<file path="src/rtl/ir_cap_pkg.sv">
package ir_cap_pkg;
  localparam int unsigned ADDR_W = 6;
  localparam int unsigned DUR_W  = 8;
  localparam logic [DUR_W-1:0] DUR_MAX = '1;

  localparam logic [ADDR_W-1:0] A_CTRL    = 6'h00;
  localparam logic [ADDR_W-1:0] A_PERIOD  = 6'h01;
  localparam logic [ADDR_W-1:0] A_FILTER  = 6'h02;
  localparam logic [ADDR_W-1:0] A_IRQ_EN  = 6'h03;
  localparam logic [ADDR_W-1:0] A_IRQ_ACK = 6'h04;
  localparam logic [ADDR_W-1:0] A_RESTART = 6'h05;
  localparam logic [ADDR_W-1:0] A_BANK    = 6'h10;

  localparam int unsigned CTRL_RUN_BIT = 0;
  localparam int unsigned CTRL_PWD_BIT = 13;

  typedef enum logic [2:0] {
    CAP_IDLE,
    CAP_MARK,
    CAP_SPACE,
    CAP_SETTLE,
    CAP_DONE
  } cap_state_e;
endpackage

</file>
<file path="src/rtl/ir_cap_tick.sv">
module ir_cap_tick #(
  parameter int unsigned PERIOD_W = 16
) (
  input  logic                clk_i,
  input  logic                rst_ni,
  input  logic                en_i,
  input  logic [PERIOD_W-1:0] period_i,
  output logic                tick_o
);
  logic [PERIOD_W-1:0] cnt_q;
  logic [PERIOD_W-1:0] lim;

  assign lim    = (period_i == '0) ? '0 : period_i - PERIOD_W'(1);
  assign tick_o = en_i && (cnt_q >= lim);

  always_ff @(posedge clk_i or negedge rst_ni) begin
    if (!rst_ni)          cnt_q <= '0;
    else if (!en_i)       cnt_q <= '0;
    else if (cnt_q >= lim) cnt_q <= '0;
    else                  cnt_q <= cnt_q + PERIOD_W'(1);
  end
endmodule

</file>
<file path="src/rtl/ir_cap_deglitch.sv">
module ir_cap_deglitch #(
  parameter int unsigned DG_W       = 5,
  parameter bit          ACTIVE_LOW = 1'b1
) (
  input  logic            clk_i,
  input  logic            rst_ni,
  input  logic            ir_i,
  input  logic            tick_i,
  input  logic [DG_W-1:0] dg_i,
  output logic            mark_o
);
  localparam logic IDLE_LVL = ACTIVE_LOW ? 1'b1 : 1'b0;

  logic [1:0]      sync_q;
  logic            act;
  logic            lvl_q;
  logic [DG_W-1:0] cnt_q;
  logic [DG_W-1:0] cnt_p1;
  logic [DG_W-1:0] dg_eff;

  always_ff @(posedge clk_i or negedge rst_ni) begin
    if (!rst_ni) sync_q <= {2{IDLE_LVL}};
    else         sync_q <= {sync_q[0], ir_i};
  end

  if (ACTIVE_LOW) begin : g_low
    assign act = ~sync_q[1];
  end else begin : g_high
    assign act = sync_q[1];
  end

  assign dg_eff = (dg_i == '0) ? DG_W'(1) : dg_i;
  assign cnt_p1 = cnt_q + DG_W'(1);

  always_ff @(posedge clk_i or negedge rst_ni) begin
    if (!rst_ni) begin
      lvl_q <= 1'b0;
      cnt_q <= '0;
    end else if (tick_i) begin
      if (act == lvl_q) begin
        cnt_q <= '0;
      end else if (cnt_p1 >= dg_eff) begin
        lvl_q <= act;
        cnt_q <= '0;
      end else begin
        cnt_q <= cnt_p1;
      end
    end
  end

  assign mark_o = lvl_q;
endmodule

</file>
<file path="src/rtl/ir_cap_fsm.sv">
module ir_cap_fsm
  import ir_cap_pkg::*;
#(
  parameter int unsigned SLOTS  = 68,
  parameter int unsigned SLOT_W = $clog2(SLOTS + 1)
) (
  input  logic              clk_i,
  input  logic              rst_ni,
  input  logic              tick_i,
  input  logic              mark_i,
  input  logic              restart_i,
  input  logic [DUR_W-1:0]  settle_i,
  output logic              wr_o,
  output logic [SLOT_W-1:0] wr_slot_o,
  output logic [DUR_W-1:0]  wr_dur_o,
  output logic [SLOT_W-1:0] slot_o,
  output logic              done_o
);
  localparam logic [SLOT_W-1:0] LAST = SLOT_W'(SLOTS - 1);

  cap_state_e        state_q, state_d;
  logic [DUR_W-1:0]  dur_q, dur_d, settle_q, settle_d, dur_inc;
  logic [SLOT_W-1:0] slot_q, slot_d;

  assign dur_inc = (dur_q == DUR_MAX) ? DUR_MAX : dur_q + DUR_W'(1);

  always_comb begin
    state_d  = state_q;
    dur_d    = dur_q;
    slot_d   = slot_q;
    settle_d = settle_q;
    wr_o     = 1'b0;
    wr_dur_o = dur_q;
    done_o   = 1'b0;
    if (restart_i) begin
      state_d  = CAP_IDLE;
      dur_d    = '0;
      slot_d   = '0;
      settle_d = '0;
    end else if (tick_i) begin
      unique case (state_q)
        CAP_IDLE: if (mark_i) begin
          state_d = CAP_MARK;
          dur_d   = DUR_W'(1);
        end
        CAP_MARK: begin
          if (mark_i) dur_d = dur_inc;
          else begin
            wr_o   = 1'b1;
            slot_d = slot_q + SLOT_W'(1);
            dur_d  = DUR_W'(1);
            if (slot_q == LAST) begin
              state_d = CAP_DONE;
              done_o  = 1'b1;
            end else state_d = CAP_SPACE;
          end
        end
        CAP_SPACE: begin
          if (!mark_i && dur_q < DUR_MAX - DUR_W'(1)) begin
            dur_d = dur_inc;
          end else begin
            wr_o     = 1'b1;
            wr_dur_o = mark_i ? dur_q : DUR_MAX;
            slot_d   = slot_q + SLOT_W'(1);
            dur_d    = DUR_W'(1);
            settle_d = '0;
            if (slot_q == LAST) begin
              state_d = CAP_DONE;
              done_o  = 1'b1;
            end else state_d = mark_i ? CAP_MARK : CAP_SETTLE;
          end
        end
        CAP_SETTLE: begin
          if (settle_q >= settle_i) begin
            state_d = CAP_DONE;
            done_o  = 1'b1;
          end else settle_d = settle_q + DUR_W'(1);
        end
        default: ;
      endcase
    end
  end

  always_ff @(posedge clk_i or negedge rst_ni) begin
    if (!rst_ni) begin
      state_q  <= CAP_IDLE;
      dur_q    <= '0;
      slot_q   <= '0;
      settle_q <= '0;
    end else begin
      state_q  <= state_d;
      dur_q    <= dur_d;
      slot_q   <= slot_d;
      settle_q <= settle_d;
    end
  end

  assign wr_slot_o = slot_q;
  assign slot_o    = slot_q;
endmodule

</file>
<file path="src/rtl/ir_cap_bank.sv">
module ir_cap_bank
  import ir_cap_pkg::*;
#(
  parameter int unsigned NUM_WORDS = 17,
  parameter int unsigned SLOT_W    = $clog2(4 * NUM_WORDS + 1)
) (
  input  logic                      clk_i,
  input  logic                      rst_ni,
  input  logic                      clr_i,
  input  logic                      wr_i,
  input  logic [SLOT_W-1:0]         slot_i,
  input  logic [DUR_W-1:0]          dur_i,
  output logic [NUM_WORDS*32-1:0]   words_o
);
  for (genvar s = 0; s < 4 * NUM_WORDS; s++) begin : g_slot
    logic [DUR_W-1:0] byte_q;
    always_ff @(posedge clk_i or negedge rst_ni) begin
      if (!rst_ni)                                   byte_q <= '0;
      else if (clr_i)                                byte_q <= '0;
      else if (wr_i && slot_i == SLOT_W'(s))         byte_q <= dur_i;
    end
    assign words_o[s*8 +: 8] = byte_q;
  end
endmodule

</file>
<file path="src/rtl/ir_pw_capture.sv">
module ir_pw_capture
  import ir_cap_pkg::*;
#(
  parameter int unsigned NUM_WORDS  = 17,
  parameter int unsigned PERIOD_W   = 16,
  parameter int unsigned RST_PERIOD = 4,
  parameter int unsigned DG_W       = 5,
  parameter int unsigned RST_DG     = 1,
  parameter int unsigned RST_SETTLE = 15,
  parameter bit          ACTIVE_LOW = 1'b1
) (
  input  logic              clk_i,
  input  logic              rst_ni,
  input  logic              ir_i,
  input  logic              wr_en_i,
  input  logic [ADDR_W-1:0] addr_i,
  input  logic [31:0]       wdata_i,
  output logic [31:0]       rdata_o,
  output logic              irq_o
);
  localparam int unsigned SLOTS  = 4 * NUM_WORDS;
  localparam int unsigned SLOT_W = $clog2(SLOTS + 1);
  localparam int unsigned BIDX_W = $clog2(NUM_WORDS);

  logic                run_q, pwd_q, irq_en_q, pend_q;
  logic [DUR_W-1:0]    settle_q;
  logic [PERIOD_W-1:0] period_q;
  logic [DG_W-1:0]     dg_q;
  logic                enabled, tick, mark, restart, ack, done;
  logic                cap_wr;
  logic [SLOT_W-1:0]   cap_slot, slot;
  logic [DUR_W-1:0]    cap_dur;
  logic [NUM_WORDS*32-1:0] bank_w;
  logic [31:0]         bank_arr [NUM_WORDS];
  logic [ADDR_W-1:0]   bank_off;
  logic                bank_hit;
  logic                unused_wdata;

  assign enabled = run_q && pwd_q;
  assign restart = wr_en_i && addr_i == A_RESTART && wdata_i[0];
  assign ack     = wr_en_i && addr_i == A_IRQ_ACK && wdata_i[0];
  assign unused_wdata = ^{wdata_i[31:24], wdata_i[15:14], wdata_i[12:1]};

  always_ff @(posedge clk_i or negedge rst_ni) begin
    if (!rst_ni) begin
      run_q    <= 1'b0;
      pwd_q    <= 1'b0;
      settle_q <= DUR_W'(RST_SETTLE);
      period_q <= PERIOD_W'(RST_PERIOD);
      dg_q     <= DG_W'(RST_DG);
      irq_en_q <= 1'b0;
    end else if (wr_en_i) begin
      unique case (addr_i)
        A_CTRL: begin
          run_q    <= wdata_i[CTRL_RUN_BIT];
          pwd_q    <= wdata_i[CTRL_PWD_BIT];
          settle_q <= wdata_i[23:16];
        end
        A_PERIOD: period_q <= wdata_i[PERIOD_W-1:0];
        A_FILTER: dg_q     <= wdata_i[8 +: DG_W];
        A_IRQ_EN: irq_en_q <= wdata_i[0];
        default: ;
      endcase
    end
  end

  always_ff @(posedge clk_i or negedge rst_ni) begin
    if (!rst_ni)   pend_q <= 1'b0;
    else if (done) pend_q <= 1'b1;
    else if (ack)  pend_q <= 1'b0;
  end

  assign irq_o = pend_q && irq_en_q;

  ir_cap_tick #(.PERIOD_W(PERIOD_W)) u_tick (
    .clk_i, .rst_ni, .en_i(enabled), .period_i(period_q), .tick_o(tick)
  );

  ir_cap_deglitch #(.DG_W(DG_W), .ACTIVE_LOW(ACTIVE_LOW)) u_dg (
    .clk_i, .rst_ni, .ir_i, .tick_i(tick), .dg_i(dg_q), .mark_o(mark)
  );

  ir_cap_fsm #(.SLOTS(SLOTS), .SLOT_W(SLOT_W)) u_fsm (
    .clk_i, .rst_ni, .tick_i(tick), .mark_i(mark), .restart_i(restart),
    .settle_i(settle_q), .wr_o(cap_wr), .wr_slot_o(cap_slot),
    .wr_dur_o(cap_dur), .slot_o(slot), .done_o(done)
  );

  ir_cap_bank #(.NUM_WORDS(NUM_WORDS), .SLOT_W(SLOT_W)) u_bank (
    .clk_i, .rst_ni, .clr_i(restart), .wr_i(cap_wr), .slot_i(cap_slot),
    .dur_i(cap_dur), .words_o(bank_w)
  );

  for (genvar w = 0; w < NUM_WORDS; w++) begin : g_view
    assign bank_arr[w] = bank_w[w*32 +: 32];
  end

  assign bank_off = addr_i - A_BANK;
  assign bank_hit = (addr_i >= A_BANK) && (bank_off < ADDR_W'(NUM_WORDS));

  always_comb begin
    rdata_o = '0;
    if (addr_i == A_CTRL) begin
      rdata_o[CTRL_RUN_BIT] = run_q;
      rdata_o[CTRL_PWD_BIT] = pwd_q;
      rdata_o[23:16]        = settle_q;
    end else if (addr_i == A_PERIOD) rdata_o = 32'(period_q);
    else if (addr_i == A_FILTER)     rdata_o[8 +: DG_W] = dg_q;
    else if (addr_i == A_IRQ_EN)     rdata_o[0] = irq_en_q;
    else if (bank_hit)               rdata_o = bank_arr[bank_off[BIDX_W-1:0]];
  end
endmodule

</file>
<file path="config.mk">
export PLATFORM = sky130hd
export DESIGN_NAME = ir_pw_capture
export DESIGN_NICKNAME = d
export VERILOG_FILES = /design/src/rtl/ir_cap_pkg.sv /design/src/rtl/ir_cap_tick.sv /design/src/rtl/ir_cap_deglitch.sv /design/src/rtl/ir_cap_fsm.sv /design/src/rtl/ir_cap_bank.sv /design/src/rtl/ir_pw_capture.sv
export SDC_FILE = /design/constraint.sdc
export NUM_CORES = 1
export LEC_CHECK = 0
export BUFFER_PORTS_ARGS = -buffer_cell sky130_fd_sc_hd__buf_2
export CAP_MARGIN = 0
export CORE_ASPECT_RATIO = 2
export CORE_UTILIZATION = 45
export CTS_BUF_LIST = sky130_fd_sc_hd__clkbuf_8
export DETAILED_ROUTE_END_ITERATION = 16
export GPL_ROUTABILITY_DRIVEN = 0
export SETUP_SLACK_MARGIN = 0.1
export SLEW_MARGIN = 20
export SYNTH_ARGS = -nofsm -noshare
export SYNTH_HDL_FRONTEND = slang
export SYNTH_HIERARCHICAL = 1
export SYNTH_SLANG_ARGS = --single-unit
</file>
<file path="constraint.sdc">
create_clock -name clk_i -period 6.2 [get_ports clk_i]
set_input_delay 0.31 -clock clk_i [delete_from_list [all_inputs] [get_ports clk_i]]
set_output_delay 0.31 -clock clk_i [all_outputs]
set_load 0.01 [all_outputs]
</file>
# [Word-level counts from Yosys, hierarchy flattened]
# Cells that the tools add are included.
[word_totals] n_memories=0 elab_cells=551 reg_bits=627 in_bits=42 ramBits=0 out_inout_bits=33 romBits=0 latch_bits=0
[op_classes] n_addsub=7 n_mux=203 n_bitwise=3 n_lt_le_gt_ge=7 multipliers=0 div_mod_pow=0 n_reduce_logical=166 shift=0 n_eq_ne=82
[ops] cell="8-bit two-way mux" count=153
[ops] cell="7-bit by 6-bit equality test with 1-bit output, second input constant" count=32
[ops] cell="32-bit binary-select mux with 5-bit select" count=1
[ops] cell="2-bit nonzero test" count=70
[ops] cell="32-bit two-way mux" count=4
[ops] cell="7-bit by 5-bit equality test with 1-bit output, second input constant" count=16
[ops] cell="1-bit logical AND" count=77
[ops] cell="7-bit by 4-bit equality test with 1-bit output, second input constant" count=8
[ops] cell="16-bit two-way mux" count=3
[ops] cell="31-bit two-way mux" count=1
[ops] cell="7-bit by 3-bit equality test with 1-bit output, second input constant" count=4
[ops] cell="7-bit equality test, second input constant" count=4
[ops] cell="7-bit two-way mux" count=4
[ops] cell="3-bit two-way mux" count=8
[ops] cell="8-bit one-hot mux with 3 select lines" count=1
[ops] cell="5-bit two-way mux" count=4
[ops] cell="19-bit two-way mux" count=1
[ops] cell="16-bit by 1-bit adder with 16-bit output, second input constant" count=1
[ops] cell="8-bit by 1-bit adder with 8-bit output, second input constant" count=2
[ops] cell="16-bit greater-or-equal comparator" count=1
[ops] cell="16-bit logical NOT" count=1
[ops] cell="8-bit one-hot mux with 2 select lines" count=1
[ops] cell="16-bit by 1-bit subtractor with 16-bit output, second input constant" count=1
[ops] cell="1-bit two-way mux" count=15
[ops] cell="40 further kinds" count=55

# [Logic depth before layout (Yosys ltp)]
[logic_depth] depth_word=10 depth_mapped=22 mapped_depth_nobuf=16

# [Modules after synthesis]
# Netlist, hierarchy kept.
[modules_own_cells] mod="ir_cap_bank" n_inst=1 cells_per_inst=1888 area_per_inst_um2=23950.5 seq_area_each_um2=13613.1
[modules_own_cells] mod="ir_pw_capture" n_inst=1 cells_per_inst=504 area_per_inst_um2=6135.9 seq_area_each_um2=833.3
[modules_own_cells] mod="ir_cap_fsm" n_inst=1 cells_per_inst=244 area_per_inst_um2=2009.4 seq_area_each_um2=650.6
[modules_own_cells] mod="ir_cap_tick" n_inst=1 cells_per_inst=182 area_per_inst_um2=1639.1 seq_area_each_um2=400.4
[modules_own_cells] mod="ir_cap_deglitch" n_inst=1 cells_per_inst=50 area_per_inst_um2=499.2 seq_area_each_um2=202.7

# [Worst setup path after synthesis]
# No wires, ideal clock.
[synth_timing] kind="register -> register" startpoint="register period_q[3]" endpoint="register u_bank.g_slot[16].byte_q[1]" arrival_time_ns=4.504 path_buffers=4 path_stages_with_launch=20 synth_period_minus_slack_ns=4.641 slack_ns=1.559 setup_time_ns=0.137 required_time_ns=6.063 path_cell_list="dfrtp_1 > nor4_4 > nand4_1 > a2111oi_0 > a21oi_1 > ha_1 > nand4_1 > a211o_1 > o31ai_4 > buf_6 > o21a_1 > nand2_1 > o31a_1 > inv_2 > buf_4 > nor4bb_1 > buf_4 > buf_6 > nand2_2 > mux2i_1"
[synth_via] elab_chain_len=8 elab_cells_between_ends=12 classes_between="1 x add/sub; 1 x order compare; 6 x mux; 4 x reduce/logical"
[synth_rtl] element="start, declared" line="ir_pw_capture.sv:27" rtl="logic [PERIOD_W-1:0] period_q;"
[synth_rtl] element="start signal, assigned" line="ir_pw_capture.sv:49" rtl="period_q <= PERIOD_W'(RST_PERIOD);"
[synth_rtl] element="start signal, assigned" line="ir_pw_capture.sv:59" rtl="A_PERIOD: period_q <= wdata_i[PERIOD_W-1:0];"
[synth_rtl] element="16-bit by 1-bit subtractor with 16-bit output / 16-bit logical NOT (equally long branches)" line="ir_cap_tick.sv:13" rtl="assign lim = (period_i == '0) ? '0 : period_i - PERIOD_W'(1);"
[synth_rtl] element="16-bit two-way mux (*)" line="ir_cap_tick.sv:13"
[synth_rtl] element="16-bit greater-or-equal comparator (*)" line="ir_cap_tick.sv:14" rtl="assign tick_o = en_i && (cnt_q >= lim);"
[synth_rtl] element="1-bit logical AND (*)" line="ir_cap_tick.sv:14"
[synth_rtl] element="named net tick" line="ir_pw_capture.sv:29" rtl="logic enabled, tick, mark, restart, ack, done;"
[synth_rtl] element="1-bit two-way mux (*)" line="ir_cap_fsm.sv:40" rtl="end else if (tick_i) begin"
[synth_rtl] element="1-bit two-way mux (*)" line="ir_cap_fsm.sv:35" rtl="if (restart_i) begin"
[synth_rtl] element="named net cap_wr" line="ir_pw_capture.sv:30" rtl="logic cap_wr;"
[synth_rtl] element="1-bit logical AND (*)" line="ir_cap_bank.sv:20" rtl="else if (wr_i && slot_i == SLOT_W'(s)) byte_q <= dur_i;"
[synth_rtl] element="2-bit nonzero test (no line) (*)"
[synth_rtl] element="end signal, assigned" line="ir_cap_bank.sv:20"
[synth_rtl] element="end, declared" line="ir_cap_bank.sv:16" rtl="logic [DUR_W-1:0] byte_q;"
# Mark *: on every way through the listed nets, which the timed path passes. The rest lies on a longest branch. The select of a mux whose other input is x is not followed.
# A chain may end at the register's enable or synchronous reset.

# [Final worst setup path]
[layout_timing] startpoint="register period_q[3]" endpoint="register u_bank.g_slot[28].byte_q[0]"
[layout_via] elab_chain_len=8 elab_cells_between_ends=12 classes_between="1 x add/sub; 1 x order compare; 6 x mux; 4 x reduce/logical"
[layout_rtl] element="16-bit by 1-bit subtractor with 16-bit output / 16-bit logical NOT (equally long branches)" line="ir_cap_tick.sv:13"
[layout_rtl] element="16-bit two-way mux (*)" line="ir_cap_tick.sv:13"
[layout_rtl] element="16-bit greater-or-equal comparator (*)" line="ir_cap_tick.sv:14"
[layout_rtl] element="1-bit logical AND (*)" line="ir_cap_tick.sv:14"
[layout_rtl] element="named net tick" line="ir_pw_capture.sv:29"
[layout_rtl] element="1-bit two-way mux (*)" line="ir_cap_fsm.sv:40"
[layout_rtl] element="1-bit two-way mux (*)" line="ir_cap_fsm.sv:35"
[layout_rtl] element="named net cap_wr" line="ir_pw_capture.sv:30"
[layout_rtl] element="1-bit logical AND (*)" line="ir_cap_bank.sv:20"
[layout_rtl] element="2-bit nonzero test (no line) (*)"
[layout_rtl] element="end signal, assigned" line="ir_cap_bank.sv:20"
[layout_rtl] element="end, declared" line="ir_cap_bank.sv:16"
# Marked as above.

==> run_results.csv <==
group,metric,value,unit
status,outcome,"complete, no violations",
floorplan,fp.dieH,392,um
setup_path,cp.arrival,5.87,ns
floorplan,dieArea,0.0772,mm^2
clocking,postCtsResizedCells,0,
synth,synthesis.nets,2948,
setup_path,crit_slowest_cell,"dfrtp_1",
route,drtIter0Drc,1328,
timing,slew_viol_final,0,
global_routing,grt_max_degree,209,
clocking,clk_path_buf_depth,3,
cells_and_area,final_nets,2941,
clocking,numCtsBuffers,92,
power,p_switching,2170,uW
floorplan,die_x,197,um
cells_and_area,syn_to_final_growth,9.12,%
floorplan,core-area,0.0752,mm^2
timing,fin_ws,0.981,ns
route,vias_per_cell,5.68,
clocking,cts_root_buf,"clkbuf_8",
synth,synth_cell_types,92,
route,dr.pass1.iters,5,
synth,synth_area_leaders,"dfrtp_1, mux2i_1, nand2b_1, mux4_2, clkbuf_1",
cells_and_area,final_util,49.7,%
synth,ys_warn_count,6,
cells_and_area,layout-drive-gt1-share,17.9,%
power,pwr-share-clk,41.2,%
global_routing,overflow,0,
clocking,cts.sinks,627,
power,share_seq_of_total_power,50.8,%
route,drc,0,
synth,synthesis.area,0.0342,mm^2
power,power_density,220,mW/mm^2
timing,tns,0,ns
setup_path,critPathCaptureType,"register",
timing,rsz0062_at_grt,"no",
synth,synth-seq-area-share,45.9,%
place,io_buffers,66,
synth,post-synth-top-area-cell,"dfrtp_1",
cells_and_area,fin_cells,3943,
worst_hold_path,min_path_type,"input port to register",
global_routing,grt_pass1_vias,24600,
timing,timing.fmax,0.192,GHz
synth,ys.flop_type,"dfrtp_1",
cells_and_area,fillers,6684,
setup_path,setup.worst_path.class,"register to register",
route,wl_per_cell,23.8,um
route,ant_nets,0,
power,p_leak,0.0192,uW
floorplan,initial_utilization,45.6,%
global_routing,grt_usage,25.1,%
timing,finalHoldViolCount,0,
power,ir_drop,0.135,mV
global_routing,antenna_found_initial,4,
place,place_hpwl,61900,um
route,dr_total_vias,22400,
clocking,clk_pin_slew,0.08,ns
synth,netlist_instances,2868,
global_routing,grt_pass1_wl,147000,um
clocking,post_cts_buffers,0,
place,place_worst_setup_slack,1.03,ns
timing,hold_slack,0.120,ns
clocking,cts-hold-fix-buffers,27,
clocking,insertion_delay,0.76,ns
setup_path,path_common_cell,"nand4_1",
setup_path,cp_cell_sequence,"nor4_4, nand4_1, a2111oi_0, a21oi_1, ha_1, nand4_1, a211o_1, o31ai_4, o21a_1, nand2_1, o31a_1, inv_2, nor4bb_4, buf_4, and2_1, mux2i_1",
timing,setup_viol,0,
setup_path,required,6.86,ns
synth,ys_ff_latch,627,
floorplan,rows,142,
synth,synthArstFlopShare,100,%
timing,tightest_slew,1.11,ns
timing,finalCritPeriodShare,84.2,%
timing,relSlewSlack,25.5,%
timing,fin_skew,0.0335,ns
setup_path,max_stage_delay,0.48,ns
clocking,cts_tree,"yes",
job,cap_violations,0,
synth,synth_top_cell_area_share,45.2,%
place,dp_cells,3747,
power,power.share.switching,26.3,%
setup_path,crit_path_start_kind,"register",
route,drt_wl_total,94000,um
synth,avgSynthCellArea,11.9,um^2
floorplan,num_io_pins,75,
synth,synth_edf_count,0,
timing,fin_crit,5.22,ns
clocking,ctsHtreeMaxLevel,3,
power,p_int,6070,uW
power,p_comb_share,8.0,%
setup_path,critPathMaxFanout,12,
[kinds of logic (layout without fill, tap and decap cells)]
family | after synthesis | after routing | synth area share, %
compound gates | 219 | 219 | 4.75
xor+xnor | 33 | 33 | 0.844
fa+ha+maj | 38 | 38 | 1.39
buf+inv | 274 | 340 | 3.82
flops | 627 | 627 | 45.9
mux | 752 | 752 | 26.5
other cells | 0 | 1 | 0
simple gates | 925 | 925 | 16.8
[flip-flops by register name (all words and copies together) (netlist names), 2 cells and up]
signal and flops:
u_fsm/dur_q 8, dg_q 5, u_tick/cnt_q 16, u_dg/sync_q 2, u_fsm/state_q 3, period_q 16, u_dg/cnt_q 5, u_fsm/slot_o 7
settle_q 8, u_bank/g_slot.byte_q 544, u_fsm/settle_q 8
[metrics by stage]
stage	total power, uW	cell area [um^2]
2_1_floorplan	4640	34200
3_3_place_gp	4890	35200
3_5_place_dp	4910	35200
4_1_cts	8360	37300
5_1_grt	8580	37400
6_report	8230	37400
[power by group through the flow]
stage	clock network (uW)	registers (uW)	logic [uW]
detailed placement	0	4260	652
floorplan	0	4230	403
finish	3390	4180	660
CTS	3510	4180	667
global placement	0	4250	636
global route	3680	4180	724
[synthesized netlist by cell type (6+ instances only)]
| cell | instances |
|---|---|
| buf_2 | 42 |
| a21o_1 | 8 |
| clkbuf_1 | 146 |
| nor4b_1 | 15 |
| dfrtp_1 | 619 |
| and2_1 | 14 |
| a22o_1 | 17 |
| a21oi_1 | 53 |
| inv_1 | 30 |
| nand3_1 | 27 |
| xnor2_1 | 24 |
| mux2_2 | 28 |
| nor2_1 | 43 |
| a221oi_1 | 18 |
| mux2i_1 | 598 |
| nor3_1 | 18 |
| nand4_1 | 16 |
| nand2_2 | 65 |
| ha_1 | 38 |
| buf_4 | 30 |
| nand2_1 | 95 |
| o21ai_1 | 14 |
| nor4bb_1 | 6 |
| o21ai_0 | 26 |
| o211ai_1 | 9 |
| nand2b_1 | 558 |
| nor4_1 | 7 |
| a221o_1 | 22 |
| mux4_2 | 120 |
| dfstp_2 | 8 |
| xor2_1 | 9 |
| mux2_1 | 6 |
| buf_6 | 14 |
[layout make-up]
type / count / area, um^2 / area share [%]
clock buffer: 118 / 1620 / 4.35
antenna: 1 / 2.50 / 0.00670
sequential: 627 / 15700 / 42.0
timing repair buffer: 141 / 1120 / 3.01
tap: 1008 / 1260 / 3.38
multi-input combinational: 1967 / 17300 / 46.3
inverter: 32 / 120 / 0.322
clock inverter: 49 / 215 / 0.576
[critical path: cells and delay by family, from the launching register on]
family,cells,cell delay (ns)
AOI/OAI and AO/OA,6,1.77
adders and majority gates,1,0.31
buffers and inverters,2,0.50
DFF,1,0.48
muxes,1,0.24
and+or+nand+nor,6,1.81
[per-layer routing]
layer,part of all wire (%),track usage [%],wire length (um),vias up
li1,-,-,-,10100
met5,0.024,0,23,-
met1,38,28.0,35600,11700
met4,5.3,13.6,4990,4
met3,3.3,3.46,3130,173
met2,53,45.8,50300,453
[worst paths after layout]
path | start | end | slack (ns) | depth (start not counted)
min | addr_i[3] | pend_q$_DFFE_PN0P_ | 0.12 | 5
max | period_q[3]$_DFFE_PN0P_ | u_bank/g_slot[28].byte_q[0]$_DFFE_PN0P_ | 0.98 | 16
max reg2reg | period_q[3]$_DFFE_PN0P_ | u_bank/g_slot[28].byte_q[0]$_DFFE_PN0P_ | 0.98 | 16
min reg2reg | u_dg/sync_q[0]$_DFF_PN1_ | u_dg/sync_q[1]$_DFF_PN1_ | 0.36 | 0
max in group asynchronous | rst_ni | u_bank/g_slot[46].byte_q[6]$_DFFE_PN0P_ | 4.45 | 4
min in group asynchronous | rst_ni | u_bank/g_slot[2].byte_q[4]$_DFFE_PN0P_ | 0.22 | 2
[layout by cell type, fill, tap and decap left out, drive strengths merged, types with 11 or more instances in the layout]
cell and count:
o21ai 41, nor2 43, mux2 34, nand4 22
nand2 160, and2 14, nand2b 559, nor4b 21
a21oi 53, nor3 18, a221oi 19, inv 67
mux4 120, mux2i 598, nand3 28, ha 38
dfrtp 619, a22o 17, clkbuf 118, dlygate4sd3 27
a221o 22, nor4 12, buf 114, xnor2 24
clkinv 11
Note: power is estimated with default switching activity, not from simulation.
